===== config.mk =====
export PLATFORM = sky130hd
export DESIGN_NAME = prog_sequencer
export DESIGN_NICKNAME = d
export VERILOG_FILES = /design/src/rtl/seq_pkg.sv /design/src/rtl/seq_cond_eval.sv /design/src/rtl/seq_call_stack.sv /design/src/rtl/prog_sequencer.sv
export SDC_FILE = /design/constraint.sdc
export NUM_CORES = 1
export LEC_CHECK = 0
export CORE_ASPECT_RATIO = 1.75
export CORE_UTILIZATION = 55
export DETAILED_ROUTE_END_ITERATION = 8
export PLACE_DENSITY = 0.72
export SKIP_LAST_GASP = 1
export SYNTH_ARGS = -nofsm -noshare
export SYNTH_HDL_FRONTEND = slang
export SYNTH_SLANG_ARGS = --single-unit

===== constraint.sdc =====
create_clock -name clk -period 6.65 [get_ports clk]
set_clock_uncertainty 0.1 [all_clocks]
set_input_delay 0.9975 -clock clk [delete_from_list [all_inputs] [get_ports clk]]
set_output_delay 0.9975 -clock clk [all_outputs]
set_load 0.005 [all_outputs]

===== src/rtl/seq_pkg.sv =====
package seq_pkg;
    typedef enum logic [2:0] {
        OP_SEQ   = 3'd0,
        OP_JUMP  = 3'd1,
        OP_CALL  = 3'd2,
        OP_RET   = 3'd3,
        OP_RETI  = 3'd4,
        OP_IECTL = 3'd5
    } op_class_e;

    typedef enum logic [1:0] {
        ST_EXEC0 = 2'd0,
        ST_EXEC1 = 2'd1,
        ST_IRQ0  = 2'd2,
        ST_IRQ1  = 2'd3
    } seq_state_e;
endpackage


===== src/rtl/seq_cond_eval.sv =====
module seq_cond_eval (
    input  logic [2:0] cond_i,
    input  logic       zero_i,
    input  logic       carry_i,
    output logic       pass_o
);
    always_comb begin
        if (!cond_i[2]) begin
            pass_o = 1'b1;
        end else begin
            case (cond_i[1:0])
                2'b00:   pass_o = zero_i;
                2'b01:   pass_o = !zero_i;
                2'b10:   pass_o = carry_i;
                default: pass_o = !carry_i;
            endcase
        end
    end
endmodule


===== src/rtl/seq_call_stack.sv =====
module seq_call_stack #(
    parameter int AW    = 10,
    parameter int DEPTH = 31
) (
    input  logic          clk,
    input  logic          rst,
    input  logic          push_i,
    input  logic          pop_i,
    input  logic [AW-1:0] data_i,
    output logic [AW-1:0] top_o,
    output logic          ovf_o
);
    localparam int PW = $clog2(DEPTH + 1);

    typedef struct packed {
        logic [PW-1:0] ptr;
        logic [PW-1:0] fill;
        logic          ovf;
    } stk_regs_t;

    stk_regs_t     stk_q, stk_d;
    logic [AW-1:0] mem_q [DEPTH];
    logic [PW-1:0] ptr_next, ptr_prev;

    always_comb begin
        ptr_next = (stk_q.ptr == PW'(DEPTH - 1)) ? '0 : stk_q.ptr + 1'b1;
        ptr_prev = (stk_q.ptr == '0) ? PW'(DEPTH - 1) : stk_q.ptr - 1'b1;
        top_o    = mem_q[ptr_prev];
        stk_d    = stk_q;
        if (push_i) begin
            stk_d.ptr = ptr_next;
            if (stk_q.fill == PW'(DEPTH)) begin
                stk_d.ovf = 1'b1;
            end else begin
                stk_d.fill = stk_q.fill + 1'b1;
            end
        end else if (pop_i) begin
            stk_d.ptr = ptr_prev;
            if (stk_q.fill != '0) begin
                stk_d.fill = stk_q.fill - 1'b1;
            end
        end
    end

    always_ff @(posedge clk or posedge rst) begin
        if (rst) begin
            stk_q <= '0;
        end else begin
            stk_q <= stk_d;
        end
    end

    always_ff @(posedge clk) begin
        if (push_i) begin
            mem_q[stk_q.ptr] <= data_i;
        end
    end

    assign ovf_o = stk_q.ovf;

    AST_OVF_STICKY: assert property (@(posedge clk) disable iff (rst)
        ovf_o |=> ovf_o);
    AST_PUSH_TOP: assert property (@(posedge clk) disable iff (rst)
        push_i |=> top_o == $past(data_i));
endmodule


===== src/rtl/prog_sequencer.sv =====
module prog_sequencer
    import seq_pkg::*;
#(
    parameter int AW          = 10,
    parameter int STACK_DEPTH = 31
) (
    input  logic          clk,
    input  logic          rst,
    input  logic [2:0]    op_class_i,
    input  logic [2:0]    cond_i,
    input  logic [AW-1:0] target_i,
    input  logic          sel_i,
    input  logic          zero_i,
    input  logic          carry_i,
    input  logic          irq_i,
    output logic [AW-1:0] pc_o,
    output logic          int_ack_o,
    output logic          int_en_o,
    output logic          restore_o,
    output logic          restore_zero_o,
    output logic          restore_carry_o,
    output logic          stack_ovf_o
);
    localparam logic [AW-1:0] IRQ_VECTOR = {AW{1'b1}};

    typedef struct packed {
        seq_state_e    state;
        logic [AW-1:0] pc;
        logic          ie;
        logic          sav_z;
        logic          sav_c;
    } regs_t;

    regs_t         r_q, r_d;
    op_class_e     op;
    logic          cond_ok;
    logic          push, pop;
    logic [AW-1:0] push_data, stack_top, pc_inc;

    seq_cond_eval u_cond (
        .cond_i  (cond_i),
        .zero_i  (zero_i),
        .carry_i (carry_i),
        .pass_o  (cond_ok)
    );

    seq_call_stack #(.AW(AW), .DEPTH(STACK_DEPTH)) u_stack (
        .clk    (clk),
        .rst    (rst),
        .push_i (push),
        .pop_i  (pop),
        .data_i (push_data),
        .top_o  (stack_top),
        .ovf_o  (stack_ovf_o)
    );

    always_comb begin
        op        = op_class_e'(op_class_i);
        pc_inc    = r_q.pc + 1'b1;
        r_d       = r_q;
        push      = 1'b0;
        pop       = 1'b0;
        push_data = r_q.pc;
        case (r_q.state)
            ST_EXEC0: r_d.state = ST_EXEC1;
            ST_EXEC1: begin
                r_d.pc = pc_inc;
                case (op)
                    OP_JUMP: if (cond_ok) r_d.pc = target_i;
                    OP_CALL: if (cond_ok) begin
                        r_d.pc = target_i;
                        push   = 1'b1;
                    end
                    OP_RET: if (cond_ok) begin
                        r_d.pc = stack_top + 1'b1;
                        pop    = 1'b1;
                    end
                    OP_RETI: begin
                        r_d.pc = stack_top;
                        pop    = 1'b1;
                        r_d.ie = sel_i;
                    end
                    OP_IECTL: r_d.ie = sel_i;
                    default: ;
                endcase
                r_d.state = (r_d.ie && irq_i) ? ST_IRQ0 : ST_EXEC0;
            end
            ST_IRQ0: r_d.state = ST_IRQ1;
            default: begin
                push      = 1'b1;
                r_d.pc    = IRQ_VECTOR;
                r_d.ie    = 1'b0;
                r_d.sav_z = zero_i;
                r_d.sav_c = carry_i;
                r_d.state = ST_EXEC0;
            end
        endcase
    end

    always_ff @(posedge clk or posedge rst) begin
        if (rst) begin
            r_q <= '{state: ST_EXEC0, pc: '0, ie: 1'b0, sav_z: 1'b0, sav_c: 1'b0};
        end else begin
            r_q <= r_d;
        end
    end

    assign pc_o            = r_q.pc;
    assign int_en_o        = r_q.ie;
    assign int_ack_o       = (r_q.state == ST_IRQ1);
    assign restore_o       = (r_q.state == ST_EXEC1) && (op == OP_RETI);
    assign restore_zero_o  = r_q.sav_z;
    assign restore_carry_o = r_q.sav_c;

    AST_PC_HOLD_FIRST: assert property (@(posedge clk) disable iff (rst)
        (r_q.state == ST_EXEC0) |=> $stable(pc_o));
    AST_ACK_VECTOR: assert property (@(posedge clk) disable iff (rst)
        int_ack_o |=> (pc_o == IRQ_VECTOR) && !int_en_o);
    AST_ACK_PULSE: assert property (@(posedge clk) disable iff (rst)
        int_ack_o |=> !int_ack_o);
    AST_CALL_STACKS_PC: assert property (@(posedge clk) disable iff (rst)
        (r_q.state == ST_EXEC1 && op == OP_CALL && cond_ok) |=> stack_top == $past(pc_o));
endmodule


==> summary.txt <==
Outcome
  – Status: complete, no violations

Yosys
  – Synthesized instance count: 1110
  – Most used DFF post-synth: edfxtp_1
  – Yosys reg bits: 336
  – Mapped Avg Cell Area: 13.5 um^2
  – Unique masters post-synth: 77
  – Compound-Gate Fraction of Synth Area: 0.128
  – Mux cell area share after synthesis: 0.0645
  – Area contributors post-synth: edfxtp_1, dfrtp_1, mux2i_1
  – Largest family of logic cells by synthesized area: compound AO/OA/AOI/OAI gates
  – Syn nets: 1143
  – Adder-cell share of the synthesized area: 0.0110
  – Post-synthesis simple-gate area fraction: 0.0897
  – Synth area leader: edfxtp_1
  – Async S/R FF share, synth: 0.0774
  – Syn Std Cell Area: 15000 um^2
  – Post-synth EDFFs: 310
  – Post-synth top area share: 0.620
  – YS warnings: 0
  – Sequential fraction of the synthesis area: 0.663
  – Xor and xnor fraction of the mapped netlist area: 0.0116

Timing
  – Max_slew headroom: 0.152
  – Least-Margin Pin Slew: 1270 ps
  – Crit share post-route: 0.761
  – Final setup viols: 0
  – Max-slew violation count: 0
  – Fin. Hold Viols: 0
  – Fmax: 198 MHz
  – Final setup TNS: 0 ps
  – Minimum clock period: 5060 ps
  – RSZ-0062 raised after global routing: no

Place
  – GPL Wtd Cong: 0.955
  – DP HPWL: 26700 um
  – Dpl cell area: 15600 um^2
  – PortBufs: 37

Critical path
  – CP bufs+invs: 2
  – Arrival @ worst endpoint: 5400 ps
  – Crit-path slowest cell: nor2_4
  – Crit path kind: flip-flop to flip-flop
  – CP required: 6990 ps
  – Reg2Reg Setup Slack: 1590 ps
  – Critical-path cell list: inv_2 > ha_1 > xor2_1 > nor2_4 > buf_4 > nand2_1 > a32oi_1 > o311ai_0 > and4bb_2 > nor3_1 > a311oi_1 > a211o_1
  – Largest fanout on the critical path: 27
  – Element type at the critical path end: flip-flop
  – CP top delay family: simple AND/OR/NAND/NOR gates
  – Max incr delay on CP: 710 ps
  – CP startpoint kind: flip-flop

GRT
  – Busiest grt layer: met2
  – Pin count of the biggest net entering global routing: 61
  – Met1 usage: 0.348
  – Initial antenna violation count: 0
  – Global-route wire length before repair: 60500 um
  – Gr ovfl total: 0
  – GRT Overall Usage: 0.303
  – Met3 Resource Use GR: 0.0380
  – Met2 track demand over resource: 0.516
  – Number of global-route vias before repair: 9881

Final layout
  – Area Growth Syn to Fin: 9.25%
  – Final Util: 0.615
  – Fraction of layout cells with a size suffix above 1: 0.0992
  – Most frequent cells in the layout: edfxtp_1, nor2_1, nand2_1
  – Commonest non-fill, non-tap cell in the layout: edfxtp_1
  – Fin area: 16400 um^2
  – Diodes inserted: 0
  – Nets: 1155

Run
  – Maxcap violations: 0

Detailed routing
  – Vias: 9882
  – Final wirelength: 41100 um
  – Via/cell ratio: 6.75
  – Drt drc: 0
  – First-pass DRT Iterations: 5
  – Wire per inst: 28.1 um
  – 1st-iter DRT viols: 1105
  – Routed Antenna Nets: 0

CTS
  – Clock latency on the worst-skew pair: 560 ps
  – Post-CTS Setup Repair Bufs: 0
  – H-tree levels: 1
  – Quantity of gates resized following cts: 0
  – Longest Clk Path Bufs: 3
  – Clk pin slew, worst setup/hold paths: 70 ps
  – Cts bufs inserted: 27
  – Hold buffers post-CTS: 0
  – CTS tree: yes
  – Clk sink count: 336
  – Clock root cell: clkbuf_16

Floorplan
  – Initial Util: 0.563
  – Vert. Die Dim: 221 um
  – Die area: 28000 um^2
  – CORE AREA: 26700 um^2
  – # IOs: 38
  – Die W: 127 um
  – FP Rows: 79

Power
  – Leakage: 5.49 nW
  – Worst VDD drop: 0.284 mV
  – Pwr per Cell Area: 532 nW/um^2

Worst hold path
  – Hold crit path type: flip-flop to flip-flop
==> routing by layer <==
metal	vias to the layer above	share of wire
li1	4323	-
met1	4843	0.35
met2	549	0.50
met3	167	0.068
met4	0	0.082
met5	-	0
==> report_power, final <==
group / internal (mW) / total, mW / switching [mW] / leakage (nW)
logic: 1.38 / 4.30 / 2.92 / 2.02
clock network: 0.791 / 1.51 / 0.717 / 0.392
registers: 2.69 / 2.93 / 0.238 / 3.07
==> synth_stat cells, types with 9 or more instances <==
| master | instances |
|---|---|
| edfxtp_1 | 310 |
| nor2_1 | 85 |
| nand2_1 | 77 |
| mux2i_1 | 62 |
| a21oi_1 | 61 |
| o21ai_0 | 52 |
| clkbuf_1 | 35 |
| nand3_1 | 28 |
| a211oi_1 | 26 |
| buf_2 | 26 |
| dfrtp_1 | 26 |
| mux2_2 | 21 |
| a221oi_1 | 19 |
| nor3_1 | 18 |
| inv_1 | 15 |
| o22ai_1 | 15 |
| and3_1 | 13 |
| xnor2_1 | 12 |
| buf_4 | 11 |
| a22oi_1 | 10 |
| ha_1 | 10 |
| nor2b_1 | 10 |
| o2bb2ai_1 | 10 |
| a2111oi_0 | 9 |
| o211ai_1 | 9 |
==> flip-flops by register name, summed over array words and instances, names as in the netlist <==
register,cells
u_stack.ovf_o,1
r_q,2
restore_carry_o,1
restore_zero_o,1
u_stack.stk_q,10
pc_o,10
u_stack.mem_q,310
int_en_o,1
==> final cells by class <==
class	count	area [um^2]
Clock buffer	36	751
Clock inverter	10	56.3
Fill cell	2071	10300
Inverter	16	60.1
Multi-Input combinational cell	676	4600
Sequential cell	336	9960
Tap cell	324	405
Timing Repair Buffer	65	581
==> stage by stage <==
stage | cells | hold slack, ps | power [mW] | setup slack, ps
after floorplan | 1110 | 354 | 5.66 | 2200
after detailed placement | 1417 | 362 | 7.16 | 1720
after global routing | 1463 | 396 | 9.04 | 1360
after CTS | 1463 | 382 | 8.65 | 1680
after global placement | 1417 | 361 | 7.13 | 1770
final | 1463 | 378 | 8.74 | 1590
==> cells by family after synthesis <==
group	count (synthesis)
AO/OA/AOI/OAI	280
AND/OR/NAND/NOR	276
buffers and inverters	98
adder cells (fa/ha/maj)	13
XOR/XNOR	19
multiplexers	88
flip-flops	336
==> path summary, 6_finish.rpt <==
kind	start	to	depth (start not counted)
worst max-delay path	u_stack.stk_q[6]$_DFFE_PP0P_	pc_o[9]$_DFFE_PP0P_	12
worst min-delay path	u_stack.ovf_o$_DFFE_PP0P_	u_stack.ovf_o$_DFFE_PP0P_	1
worst max register to register	u_stack.stk_q[6]$_DFFE_PP0P_	pc_o[9]$_DFFE_PP0P_	12
worst min register to register	u_stack.ovf_o$_DFFE_PP0P_	u_stack.ovf_o$_DFFE_PP0P_	1
max in group asynchronous	rst	u_stack.stk_q[6]$_DFFE_PP0P_	3
min in group asynchronous	rst	u_stack.stk_q[2]$_DFFE_PP0P_	3
==> worst register-to-register path, delay by kind of cell (launching register included) <==
kind                       cells  cell delay [ps]
xor gates and xnor gates       1              300
buffers and inverters          2              570
AOI/OAI and AO/OA              4             1100
adders and majority gates      1              590
and+or+nand+nor                4             1660
DFF                            1              640
Power figures use the tool's default switching activity.
